$ cat config.mk
export PLATFORM = sky130hd
export DESIGN_NAME = sd_cmd_seq
export DESIGN_NICKNAME = d
export VERILOG_FILES = /design/src/rtl/sd_cmd_seq.sv
export SDC_FILE = /design/constraint.sdc
export NUM_CORES = 1
export LEC_CHECK = 0
export BUFFER_PORTS_ARGS = -buffer_cell sky130_fd_sc_hd__clkbuf_2
export CAP_MARGIN = 20
export CORE_AREA = 2 2 169 171
export DETAILED_ROUTE_END_ITERATION = 12
export DIE_AREA = 0 0 171 173
export GPL_ROUTABILITY_DRIVEN = 0
export PLACE_DENSITY_LB_ADDON = 0.08
export SLEW_MARGIN = 20
export SYNTH_ARGS = -nofsm -noshare
export SYNTH_HDL_FRONTEND = slang
export SYNTH_SLANG_ARGS = --single-unit
export TNS_END_PERCENT = 1
$ cat constraint.sdc
create_clock -name clk -period 3.4 [get_ports clk]
set_input_delay 0.17 -clock clk [delete_from_list [all_inputs] [get_ports clk]]
set_output_delay 0.17 -clock clk [all_outputs]
set_load 0.03 [all_outputs]
$ cat src/rtl/sd_cmd_seq.sv
module sd_cmd_seq #(
  parameter int IDX_W    = 6,
  parameter int ARG_W    = 32,
  parameter int LEN_W    = 5,
  parameter int STOP_IDX = 12
) (
  input  logic                clk,
  input  logic                rst_n,
  input  logic                cmd_wr,
  input  logic [31:0]         cmd_wdata,
  input  logic                arg_wr,
  input  logic [ARG_W-1:0]    arg_wdata,
  input  logic                xfer_done,
  output logic                req_valid,
  output logic [IDX_W-1:0]    req_index,
  output logic [ARG_W-1:0]    req_arg,
  input  logic                rsp_valid,
  input  logic                rsp_err,
  input  logic [LEN_W-1:0]    rsp_len,
  input  logic [127:0]        rsp_data,
  output logic                busy,
  output logic [31:0]         cmd_word,
  output logic [ARG_W-1:0]    cmd_arg,
  output logic [31:0]         resp_w0,
  output logic [31:0]         resp_w1,
  output logic [31:0]         resp_w2,
  output logic [31:0]         resp_w3,
  output logic                evt_cmd_done,
  output logic                evt_no_rsp,
  output logic                evt_stop_done
);
  localparam int B_LOAD  = 31;
  localparam int B_CLK   = 21;
  localparam int B_ASTOP = 12;
  localparam int B_LONG  = 7;
  localparam int B_RESP  = 6;
  localparam logic [LEN_W-1:0] LEN_SHORT = LEN_W'(4);
  localparam logic [LEN_W-1:0] LEN_LONG  = LEN_W'(16);
  localparam logic [31:0] LOAD_CLR = ~(32'h1 << B_LOAD);

  typedef enum logic [1:0] {S_IDLE, S_USER, S_STOP} st_t;
  st_t st;

  logic [31:0]      cmd_q;
  logic [ARG_W-1:0] arg_q;
  logic             stop_pend;

  function automatic logic [31:0] be_word(input logic [127:0] d, input int k);
    return {d[8*k +: 8], d[8*(k+1) +: 8], d[8*(k+2) +: 8], d[8*(k+3) +: 8]};
  endfunction

  wire resp_exp = cmd_q[B_RESP];
  wire resp_long = cmd_q[B_LONG];
  wire len_ok = resp_long ? (rsp_len == LEN_LONG) : (rsp_len == LEN_SHORT);
  wire rsp_ok = !rsp_err && (!resp_exp || len_ok);
  wire in_flight = (st != S_IDLE);

  assign busy     = in_flight || stop_pend;
  assign cmd_word = cmd_q;
  assign cmd_arg  = arg_q;

  always_ff @(posedge clk) begin
    if (!rst_n) begin
      st            <= S_IDLE;
      cmd_q         <= '0;
      arg_q         <= '0;
      stop_pend     <= 1'b0;
      req_valid     <= 1'b0;
      req_index     <= '0;
      req_arg       <= '0;
      resp_w0       <= '0;
      resp_w1       <= '0;
      resp_w2       <= '0;
      resp_w3       <= '0;
      evt_cmd_done  <= 1'b0;
      evt_no_rsp    <= 1'b0;
      evt_stop_done <= 1'b0;
    end else begin
      req_valid     <= 1'b0;
      evt_cmd_done  <= 1'b0;
      evt_no_rsp    <= 1'b0;
      evt_stop_done <= 1'b0;

      if (xfer_done && cmd_q[B_ASTOP] && !stop_pend)
        stop_pend <= 1'b1;

      case (st)
        S_IDLE: begin
          if (stop_pend) begin
            stop_pend <= 1'b0;
            if (cmd_q[B_CLK]) begin
              evt_cmd_done  <= 1'b1;
              evt_stop_done <= 1'b1;
            end else begin
              st        <= S_STOP;
              req_valid <= 1'b1;
              req_index <= IDX_W'(STOP_IDX);
              req_arg   <= '0;
            end
          end else begin
            if (cmd_wr) begin
              cmd_q <= cmd_wdata & LOAD_CLR;
              if (cmd_wdata[B_LOAD]) begin
                if (cmd_wdata[B_CLK]) begin
                  evt_cmd_done <= 1'b1;
                end else begin
                  st        <= S_USER;
                  req_valid <= 1'b1;
                  req_index <= cmd_wdata[IDX_W-1:0];
                  req_arg   <= arg_q;
                end
              end
            end
            if (arg_wr)
              arg_q <= arg_wdata;
          end
        end
        S_USER, S_STOP: begin
          if (rsp_valid) begin
            st <= S_IDLE;
            if (st == S_STOP)
              evt_stop_done <= 1'b1;
            if (rsp_ok) begin
              evt_cmd_done <= 1'b1;
              if (resp_exp) begin
                if (resp_long) begin
                  resp_w0 <= be_word(rsp_data, 12);
                  resp_w1 <= be_word(rsp_data, 8);
                  resp_w2 <= be_word(rsp_data, 4);
                  resp_w3 <= be_word(rsp_data, 0);
                end else begin
                  resp_w0 <= be_word(rsp_data, 0);
                  resp_w1 <= '0;
                  resp_w2 <= '0;
                  resp_w3 <= '0;
                end
              end
            end else begin
              evt_no_rsp <= 1'b1;
            end
          end
        end
        default: st <= S_IDLE;
      endcase
    end
  end

  AST_LOAD_BIT_LOW: assert property (@(posedge clk) disable iff (!rst_n) !cmd_word[B_LOAD]);
  AST_REQ_ONE_CYCLE: assert property (@(posedge clk) disable iff (!rst_n) req_valid |=> !req_valid);
  AST_REQ_WHILE_BUSY: assert property (@(posedge clk) disable iff (!rst_n) req_valid |-> busy);
  AST_STOP_SHAPE: assert property (@(posedge clk) disable iff (!rst_n)
    (req_valid && st == S_STOP) |-> (req_index == IDX_W'(STOP_IDX) && req_arg == '0));
  AST_BUSY_WRITE_IGNORED: assert property (@(posedge clk) disable iff (!rst_n)
    (busy && cmd_wr) |=> $stable(cmd_word));
  AST_EVT_EXCLUSIVE: assert property (@(posedge clk) disable iff (!rst_n) !(evt_cmd_done && evt_no_rsp));
  AST_STOP_HAS_RESULT: assert property (@(posedge clk) disable iff (!rst_n)
    evt_stop_done |-> (evt_cmd_done || evt_no_rsp));
endmodule

# --- Yosys cells after proc, flatten, opt, wreduce, memory -nomap -nowiden ---
# Index checks and enable logic that the tools add are counted.
totals:
  register_bits: 236
  inputBits: 204
  output_inout_bits: 235
  elab_cells: 89
op_classes:
  eq_ne: 11
  mux: 43
  bitwise: 1
  reduce_logical: 20
ops:
  columns: ["op", "count"]
  rows:
  - ["$mux 32", 9]
  - ["$mux 6", 5]
  - ["$mux 1", 20]
  - ["$mux 2", 6]
  - ["$ne 3x3->1 const B", 4]
  - ["$reduce_and 5->1", 2]
  - ["$reduce_and 3->1", 3]
  - ["$reduce_bool 2->1", 3]
  - ["$eq 5x3->1 const B", 1]
  - ["$eq 5x5->1 const B", 1]
  - ["$ne 2x2->1 const B", 2]
  - ["$pmux 1 s2", 2]
  - ["$pmux 2 s2", 1]
  - ["$reduce_and 4->1", 1]
  - ["$logic_and 1x1->1", 3]
  - ["$logic_not 1->1", 3]
  - ["$eq 2x1->1 const B", 1]
  - ["$eq 2x2->1 const B", 1]
  - ["$logic_not 2->1", 1]
  - ["$logic_or 1x1->1", 2]
  - ["$ne 2x1->1 const B", 1]
  - ["$reduce_and 2->1", 1]
  - ["$reduce_or 2->1", 1]
  - ["$not 1->1", 1]

# --- Logic depth before layout (Yosys ltp) ---
# Gate-level depths: netlist of run 1.
depth:
  word_depth: 7
  depth_mapped: 10
  depth_no_buf: 6

# --- Least setup slack after synthesis of run 1 ---
# OpenSTA, ideal clock, no wires.
synth_path:
  path_type: "reg2reg"
  from: "register st[1]"
  to: "register resp_w1[0]"
  setup_time_ns: 0.128
  arrival_ns: 1.673
  t_required_ns: 3.272
  setup_slack_ns: 1.599
  stages_incl_launch_ff: 11
  n_path_buf: 4
  period_less_slack_ns: 1.801
  path_cell_list: "dfxtp_1 inv_1 ha_1 and3b_1 o2111ai_2 buf_4 buf_6 buf_6 buf_6 nand3_1 o21ai_1"
synth_via:
  elab_chain_len: 3
  word_cells_on_any_way: 4
  cone_classes: "2 x eq/ne; 2 x reduce/logical"
synth_rtl:
  columns: ["element", "line", "rtl"]
  rows:
  - ["from (decl)", "42", "st_t st;"]
  - ["from (signal assigned)", "64", "st <= S_IDLE;"]
  - ["from (signal assigned)", "95", "st <= S_STOP;"]
  - ["from (signal assigned)", "107", "st <= S_USER;"]
  - ["$eq 2x2->1 / $eq 2x1->1 (equally long branches)", "87", "case (st)"]
  - ["$reduce_or 2->1 (*)", "87", null]
  - ["$reduce_and 4->1 (no source line) (*)", null, null]
  - ["to (signal assigned)", "128", "resp_w1 <= be_word(rsp_data, 8);"]
  - ["to (decl)", "25", "output logic [31:0] resp_w1,"]
# Every way passes the cells marked *; elsewhere a longest branch is shown, timed or not.
# A chain may end at the register's enable or synchronous reset.

# --- Worst setup path after layout of run 1 ---
layout_path:
  from: "register st[0]"
  to: "register cmd_q[17], in the netlist cmd_word[17]"
layout_via:
  elab_chain_len: 2
layout_rtl:
  columns: ["element", "line", "rtl"]
  rows:
  - ["$logic_not 2->1", "87", null]
  - ["$reduce_and 3->1 (no source line)", null, null]
  - ["to (signal assigned)", "102", "cmd_q <= cmd_wdata & LOAD_CLR;"]
  - ["to (decl)", "44", "logic [31:0] cmd_q;"]
# No other way between the ends.

==> impl_metrics.yaml, run 1 <==
status:
  status: "completed"
timing:
  fin_tns_setup_ps: 0
  timing_max_transition_violations_final: 0
  grt_setup_unrepaired: "no"
  skew_ps: 5.28
  post-route-min-period_ps: 2310
  worst-slew-pin-transition_ps: 825
  setup_viol: 0
  timing.final.hold_violations: 0
  worst_slack_ps: 1090
  final.period_utilization_pct: 67.8
  timing.max_slew.rel_slack_pct: 45.0
  fmax_ghz: 0.433
floorplanning:
  die-area_mm2: 0.0296
  floorplan.initialDensity_pct: 32.9
  die-height_um: 173
  num_rows: 61
  chipWidth_um: 171
  coreArea_mm2: 0.0276
  boundaryPins: 439
pwr:
  part_of_the_total_power_dissipated_in_the_clock_network_pct: 44.9
  sw_frac_of_total_pct: 24.8
  power_spent_charging_and_discharging_nets_mw: 1.65
  max-vdd-ir-drop_mv: 0.356
  power.leakage_nw: 6.09
  share_of_power_burned_in_registers_pct: 43.0
  power_per_cell_area_mw_per_mm2: 477
  design_power_total_mw: 6.68
  power_report.internal_total_mw: 5.02
  combinational_power_share_pct: 12.1
critical_path:
  cell_chain_critical_path: "inv_1, ha_1, nor2b_1, and2_1, buf_4, nand2_1, a21boi_0"
  maximum_fanout_count_along_the_critical_path: 21
  worst_path_max_delay_cell: "and2_1"
  timing.critical_path.required_ps: 3850
  worst_setup_path_end_kind: "flop"
  worstSetupStartpointType: "flop"
  cp.arrival_ps: 2760
  criticalPathCategory: "reg -> reg"
  longest_individual_stage_delay_on_the_worst_path_ps: 680
yosys:
  yosys.cell_types.count: 34
  syn_nets: 1238
  number_of_instances_in_the_synthesized_netlist: 1031
  synth_async_sr_flop_share_pct: 0
  postSynthAreaPerCell_um2: 8.80
  yosys_warnings: 0
  synth_area_mm2: 0.00908
  postSynth.topFlopCell: "dfxtp_1"
  post_synth_edffs: 0
  ys_seq_area_share_pct: 52.0
  synth_seq_cells: 236
final_layout:
  drive_gt1_share_pct: 33.5
  top_library_cells_by_usage_in_the_layout_fill_and_taps_aside: "clkbuf_2, dfxtp_1, nand3_1"
  most_common_library_cell_in_the_layout_ignoring_fill_and_taps: "clkbuf_2"
  final_util_pct: 50.7
  final_area_mm2: 0.0140
  area_growth_pct: 54.2
  finalNetCount: 1779
placed_design:
  half_perimeter_wire_length_after_placement_mm: 20.4
  dpl_worst_slack_ps: 1070
  postPlaceCellArea_mm2: 0.0114
  port_buffers: 437
clock_tree:
  clock_latency_ps: 530
  cts_root_buffer: "clkbuf_16"
  clockBufferDepth: 3
  postCtsSetupBuffers: 0
  cts_tree: "yes"
  path_clk_slew_ps: 60
  clock-sinks: 236
  cts.htree.levels: 1
  ctsHoldBuffers: 163
  cts-buffers-inserted: 28
  cts.repair.resized: 0
routing:
  drt-total-wl_mm: 30.5
  dr_total_vias: 9113
  drt_iter0_drc: 422
  wl_per_instance_um: 15.5
  drtPass1Iterations: 4
  via_per_inst: 4.62
  drt.antenna.violating_nets: 0
  drc: 0
global_route:
  vias_in_the_first_global_route: 8739
  gr-usage-all-layers_pct: 19.4
  grt_start_max_net_pins: 137
  grt_first_pass_wirelength_mm: 46.8
  grt_antenna_before_repair: 2
  total_overflow_reported_by_the_global_router: 0
flow_run:
  max_cap_viol_count: 0
worst_hold_path:
  class_of_the_tightest_hold_or_removal_check: "in -> reg"
flip-flops by register name (all words and copies together) (netlist names), 2 cells and up:
name       count
resp_w3       32
st             2
resp_w1       32
cmd_word      31
req_arg       32
resp_w2       32
resp_w0       32
req_index      6
cmd_arg       32
final timing paths:
| path | from | slack (ps) | endpoint | cells past startpoint |
|---|---|---|---|---|
| worst max-delay path | st[0]$_SDFFE_PN0P_ | 1090 | cmd_word[17]$_SDFFE_PN0P_ | 7 |
| worst min-delay path | cmd_wdata[31] | 30 | evt_cmd_done$_SDFF_PN0_ | 5 |
| worst max register to register | st[0]$_SDFFE_PN0P_ | 1090 | cmd_word[17]$_SDFFE_PN0P_ | 7 |
| worst min register to register | resp_w1[13]$_SDFFE_PN0P_ | 450 | resp_w1[13]$_SDFFE_PN0P_ | 2 |
synthesized netlist by cell type, drive strengths merged (2+ instances only):
| cell type | count | area [um2] |
|---|---|---|
| a21boi | 64 | 480 |
| a21oi | 3 | 15.0 |
| a22o | 36 | 315 |
| and2 | 5 | 31.3 |
| and3b | 2 | 17.5 |
| buf | 45 | 278 |
| clkbuf | 57 | 214 |
| dfxtp | 236 | 4720 |
| ha | 3 | 37.5 |
| inv | 3 | 11.3 |
| mux2 | 32 | 360 |
| nand2 | 167 | 627 |
| nand2b | 2 | 12.5 |
| nand3 | 224 | 1120 |
| nor2 | 2 | 7.51 |
| nor2b | 5 | 31.3 |
| nor3b | 2 | 15.0 |
| o21ai | 130 | 651 |
| o221a | 2 | 22.5 |
metrics by stage:
stage	instances	hold slack (ps)
CTS	1971	5.07
detailed placement	1757	408
finish	1972	28.9
global route	1972	26.1
floorplan	1031	295
global placement	1756	403
kinds of logic (layout without fill, tap and decap cells):
kind of cell | count (synthesis) | after routing | share of synthesized area (%)
other | 1 | 2 | 0.0413
adder cells (fa/ha/maj) | 3 | 3 | 0.414
AO/OA/AOI/OAI | 240 | 240 | 16.9
AND/OR/NAND/NOR | 413 | 413 | 21.0
flip-flops | 236 | 236 | 52.0
multiplexers | 33 | 33 | 4.08
buffers and inverters | 105 | 667 | 5.54
critical path, delay by kind of cell, from the launching register on:
kind	cells	cell delay [ps]
fa+ha+maj	1	320
buf+inv	2	400
simple gates	3	1060
compound gates	1	140
flops	1	310
per-layer routing:
metal	wire (um)	vias up	track usage (%)	part of all wire [%]
li1	-	4670	-	-
met1	12700	4056	23.1	42
met2	14100	328	33.1	46
met3	2610	57	5.91	8.6
met4	1020	2	6.32	3.3
met5	13	-	0	0.043
power groups by stage:
stage / registers (mW) / clock network, mW / logic [mW]
6_report: 2.87 / 3.00 / 0.809
5_1_grt: 2.88 / 3.22 / 0.880
4_1_cts: 2.87 / 3.09 / 0.815
3_5_place_dp: 2.93 / 0 / 0.659
3_3_place_gp: 2.93 / 0 / 0.649
2_1_floorplan: 3.05 / 0 / 0.277
cell type report:
cell class | count | area (um2)
inverters | 3 | 11.3
diodes | 1 | 2.50
fillers | 2702 | 13600
multi-input cells | 690 | 3860
well taps | 378 | 473
clock buffers | 41 | 831
flip-flops and latches | 236 | 4730
repair buffers | 613 | 3980
clock inverters | 10 | 103
(Power assumes the default switching activity.)
==> run 2, diff against run 1 <==
Settings changed: CORE_AREA 2 2 169 171 to 2 2 171 173, DIE_AREA 0 0 171 173 to 0 0 173 175.
Clock period 3.4 ns to 2.2 ns, I/O delays scaled along.
==> impl_metrics.yaml, run 2 (synthesis results as in run 1) <==
status:
  status: "completed"
routing:
  drt-total-wl_mm: 31.7
  drt.antenna.violating_nets: 0
  drt_iter0_drc: 399
  via_per_inst: 4.63
  dr_total_vias: 9436
  wl_per_instance_um: 15.5
  drc: 0
  drtPass1Iterations: 5
timing:
  timing_max_transition_violations_final: 0
  post-route-min-period_ps: 2120
  fmax_ghz: 0.472
  timing.final.hold_violations: 0
  final.period_utilization_pct: 96.2
  fin_tns_setup_ps: 0
  grt_setup_unrepaired: "no"
  worst-slew-pin-transition_ps: 707
  skew_ps: 8.74
  timing.max_slew.rel_slack_pct: 52.9
  setup_viol: 0
global_route:
  grt_start_max_net_pins: 130
  grt_antenna_before_repair: 1
  gr-usage-all-layers_pct: 20.0
  vias_in_the_first_global_route: 9192
  total_overflow_reported_by_the_global_router: 0
  grt_first_pass_wirelength_mm: 49.6
critical_path:
  worst_path_max_delay_cell: "dlygate4sd3_1"
  worst-path-stages: 9
  path_delay_family: "buffers and inverters"
  timing.rr.end: "cmd_word[22]$_SDFFE_PN0P_"
  setup.reg_to_reg.worst_slack_ps: 80
  longest_individual_stage_delay_on_the_worst_path_ps: 600
  sum_of_buffers_and_inverters_on_the_critical_path: 4
  maximum_fanout_count_along_the_critical_path: 18
  cell_chain_critical_path: "inv_1, ha_1, nor2b_1, buf_4, nand2_2, buf_12, nand2_1, a21boi_0, dlygate4sd3_1"
  timing.critical_path.required_ps: 2660
  worstSetupStartpointType: "flop"
  worst_r2r_path_depth: 9
  cp.arrival_ps: 2580
  regToRegStartpoint: "st[1]$_SDFFE_PN0P_"
  setup.worst_path.start: "st[1]$_SDFFE_PN0P_"
  timing.critical_path.to: "cmd_word[22]$_SDFFE_PN0P_"
  worst_setup_path_end_kind: "flop"
  criticalPathCategory: "reg -> reg"
floorplanning:
  boundaryPins: 439
  num_rows: 62
  coreArea_mm2: 0.0284
  die-area_mm2: 0.0303
  floorplan.initialDensity_pct: 32.0
  die-height_um: 175
  chipWidth_um: 173
worst_hold_path:
  class_of_the_tightest_hold_or_removal_check: "in -> reg"
final_layout:
  filler_cell_count: 2776
  area_growth_pct: 61.4
  top_library_cells_by_usage_in_the_layout_fill_and_taps_aside: "clkbuf_2, dfxtp_1, nand3_1"
  most_common_library_cell_in_the_layout_ignoring_fill_and_taps: "clkbuf_2"
  drive_gt1_share_pct: 32.7
  finalNetCount: 1844
  final_area_mm2: 0.0147
pwr:
  max-vdd-ir-drop_mv: 0.576
  power.leakage_nw: 6.41
  power_per_cell_area_mw_per_mm2: 705
clock_tree:
  clock-sinks: 236
  clockBufferDepth: 3
  cts.htree.levels: 1
  clock_latency_ps: 530
  cts_root_buffer: "clkbuf_16"
  cts_tree: "yes"
  path_clk_slew_ps: 60
  cts-buffers-inserted: 28
placed_design:
  port_buffers: 437
  half_perimeter_wire_length_after_placement_mm: 21.4
  postPlaceCellArea_mm2: 0.0115
flow_run:
  max_cap_viol_count: 0
==> run 2: changes by cell type in the layout (fill, tap and decap cells not counted), sizes merged <==
cell,previous run,this run
buf,14,26
clkinv,7,5
clkinvlp,1,0
dlygate4sd3,163,216
==> run 2: per-stage QoR <==
step	cells	power (mW)	setup slack, ps	hold slack, ps	utilization [%]
6_report	2040	10.3	82.7	174	51.6
5_1_grt	2039	10.8	9.04	187	51.6
3_5_place_dp	1772	5.58	386	349	40.7
4_1_cts	2036	10.5	88.5	150	51.4
2_1_floorplan	1031	5.13	399	235	-
3_3_place_gp	1772	5.57	426	342	40.7
==> run 2: how the worst min path moves through the flow <==
stage	start	to	slack, ps	depth (start not counted)
global route	arg_wr	cmd_arg[1]$_SDFFE_PN0P_	190	5
finish	arg_wr	cmd_arg[0]$_SDFFE_PN0P_	170	5
detailed placement	cmd_wdata[1]	req_index[1]$_SDFFE_PN0P_	350	2
CTS	arg_wr	cmd_arg[3]$_SDFFE_PN0P_	150	5
floorplan	cmd_wdata[1]	req_index[1]$_SDFFE_PN0P_	240	1
global placement	cmd_wdata[14]	cmd_word[14]$_SDFFE_PN0P_	340	3
==> run 2: per-layer routing <==
metal	GRT usage (%)	up-vias	routed length (um)	part of all wire, %
li1	-	4806	-	-
met3	5.03	58	2280	7.2
met5	0	-	0	0
met4	5.72	0	763	2.4
met2	34.7	316	15200	48
met1	24.5	4256	13400	42
==> run 2: final cells by class <==
cell class | instances | area (um2) | share of cell area [%]
clock inverters | 7 | 85.1 | 0.581
inverters | 3 | 11.3 | 0.0769
repair buffers | 678 | 4660 | 31.8
multi-input cells | 690 | 3870 | 26.4
well taps | 384 | 480 | 3.28
clock buffers | 41 | 811 | 5.53
flip-flops and latches | 236 | 4730 | 32.3
diodes | 1 | 2.50 | 0.0171
==> run 2: timing repair <==
action / 4_1_cts / 5_1_grt
gates resized for setup: 0 / 8
hold buffers: 216 / 0
endpoints found under the setup margin: 0 / 18
hold endpoints to repair: 201 / 0
setup buffers: 0 / 3
==> run 2: power breakdown <==
part           switching, mW  total, mW  internal, mW
Clock                   1.76       4.52          2.76
Sequential            0.0677       4.44          4.37
Combinational          0.720       1.37         0.653
Total                   2.55       10.3          7.78
==> run 2: worst reg2reg max path: cells and delay by family (launching register included) <==
family,cells,cell delay (ps)
buffers and inverters,4,990
flip-flops,1,380
AND/OR/NAND/NOR,3,310
adder cells (fa/ha/maj),1,200
AO/OA/AOI/OAI,1,190
==> run 3, diff against run 2 <==
Settings changed: PLACE_DENSITY from default to 0.61, PLACE_DENSITY_LB_ADDON 0.08 to default.
==> impl_metrics.yaml, run 3 (synthesis results as in run 1) <==
status:
  status: "completed"
critical_path:
  timing.critical_path.required_ps: 2600
  cell_chain_critical_path: "inv_1, ha_1, and3b_1, o2111ai_4, buf_12, nand3_1, o21ai_1"
  longest_individual_stage_delay_on_the_worst_path_ps: 380
  worst_setup_path_end_kind: "flop"
  cp.arrival_ps: 2320
  worst_path_max_delay_cell: "dfxtp_1"
  criticalPathCategory: "reg -> reg"
  maximum_fanout_count_along_the_critical_path: 92
  worstSetupStartpointType: "flop"
routing:
  dr_total_vias: 9662
  via_per_inst: 4.78
  drt_iter0_drc: 426
  wl_per_instance_um: 15.7
  drc: 0
  drt-total-wl_mm: 31.7
  drtPass1Iterations: 5
  drt.antenna.violating_nets: 0
global_route:
  gr-usage-all-layers_pct: 20.0
  grt_first_pass_wirelength_mm: 50.1
  vias_in_the_first_global_route: 9488
  total_overflow_reported_by_the_global_router: 0
  grt_antenna_before_repair: 1
  grt_start_max_net_pins: 130
clock_tree:
  clock-sinks: 236
  path_clk_slew_ps: 60
  cts_root_buffer: "clkbuf_16"
  clock_latency_ps: 520
  cts_tree: "yes"
  postCtsSetupBuffers: 0
  cts-buffers-inserted: 27
  cts.htree.levels: 1
  clockBufferDepth: 3
final_layout:
  final_util_pct: 50.9
  final_area_mm2: 0.0145
  finalNetCount: 1826
  area_growth_pct: 59.2
  layout.cells.non_filler: 2023
  multi_input_area_mm2: 0.00386
  top_library_cells_by_usage_in_the_layout_fill_and_taps_aside: "clkbuf_2, dfxtp_1, nand3_1"
  ff_latch_area_mm2: 0.00473
  most_common_library_cell_in_the_layout_ignoring_fill_and_taps: "clkbuf_2"
  filler_cell_count: 2586
  drive_gt1_share_pct: 33.0
worst_hold_path:
  class_of_the_tightest_hold_or_removal_check: "in -> reg"
timing:
  timing.max_slew.rel_slack_pct: 58.2
  setup_viol: 0
  post-route-min-period_ps: 1920
  timing.final.hold_violations: 0
  skew_ps: 13.2
  fmax_ghz: 0.521
  worst_slack_ps: 280
  timing_max_transition_violations_final: 0
  grt_setup_unrepaired: "no"
  final.period_utilization_pct: 87.3
  fin_tns_setup_ps: 0
  worst-slew-pin-transition_ps: 627
floorplanning:
  boundaryPins: 439
  die-height_um: 175
  chipWidth_um: 173
  die-area_mm2: 0.0303
  coreArea_mm2: 0.0284
  num_rows: 62
  floorplan.initialDensity_pct: 32.0
pwr:
  max-vdd-ir-drop_mv: 0.568
  power_per_cell_area_mw_per_mm2: 698
  power.leakage_nw: 6.26
placed_design:
  half_perimeter_wire_length_after_placement_mm: 20.2
  dpl.cell_count: 1770
  dpl_worst_slack_ps: 309
  port_buffers: 437
  postPlaceCellArea_mm2: 0.0115
flow_run:
  max_cap_viol_count: 0
run 3: cell types whose count changed in the layout (fill, tap and decap cells not counted), moves of 2 or more:
cell,previous run,this run
buf_4,15,11
bufinv_16,2,0
clkbuf_1,8,3
clkbuf_8,4,6
clkinv_2,5,8
dlygate4sd3_1,216,204
run 3: cell type report:
class	count	share of cell area [%]
clock buffer	37	5.50
clock inverter	11	0.468
antenna	1	0.0173
tap	384	3.32
inverter	3	0.0779
multi-input combinational	690	26.7
timing repair buffer	661	31.2
sequential	236	32.7
run 3: path summary, 6_finish.rpt:
| path | start | to | slack [ps] | cells after the start |
|---|---|---|---|---|
| setup reg to reg | st[1]$_SDFFE_PN0P_ | resp_w2[23]$_SDFFE_PN0P_ | 280 | 7 |
| hold / removal | rsp_data[123] | resp_w0[3]$_SDFFE_PN0P_ | 40 | 4 |
| hold reg to reg | resp_w2[27]$_SDFFE_PN0P_ | resp_w2[27]$_SDFFE_PN0P_ | 450 | 2 |
| setup / recovery | st[1]$_SDFFE_PN0P_ | resp_w2[23]$_SDFFE_PN0P_ | 280 | 7 |
run 3: repair_timing:
item,CTS,global route
gates resized for setup,0,0
hold buffers,204,0
hold endpoints to repair,200,0
setup endpoints to repair,0,0
run 3: routing by layer:
metal / vias up / routed length, um / GRT usage (%)
li1: 4766 / - / -
met2: 424 / 15000 / 34.0
met5: - / 0 / 0
met1: 4395 / 13100 / 24.3
met3: 77 / 2410 / 5.18
met4: 0 / 1240 / 7.80
run 3: report_power, final:
part           switching, mW  internal, mW  leakage (nW)
logic                  0.715         0.611          3.91
registers             0.0664          4.37          1.91
clock network           1.81          2.52         0.433
total                   2.59          7.50          6.26
run 3: critical path, delay by kind of cell, from the launching register on:
family                   cells  cell delay [ps]
AND/OR/NAND/NOR              2              360
adder cells (fa/ha/maj)      1              290
buffers and inverters        2              380
flip-flops                   1              380
AO/OA/AOI/OAI                2              360
run 3: per-stage QoR:
stage	hold WS (ps)	power, mW
2_1_floorplan	235	5.13
3_3_place_gp	342	5.55
3_5_place_dp	341	5.56
4_1_cts	7.47	10.2
5_1_grt	41.3	10.5
6_report	37.4	10.1
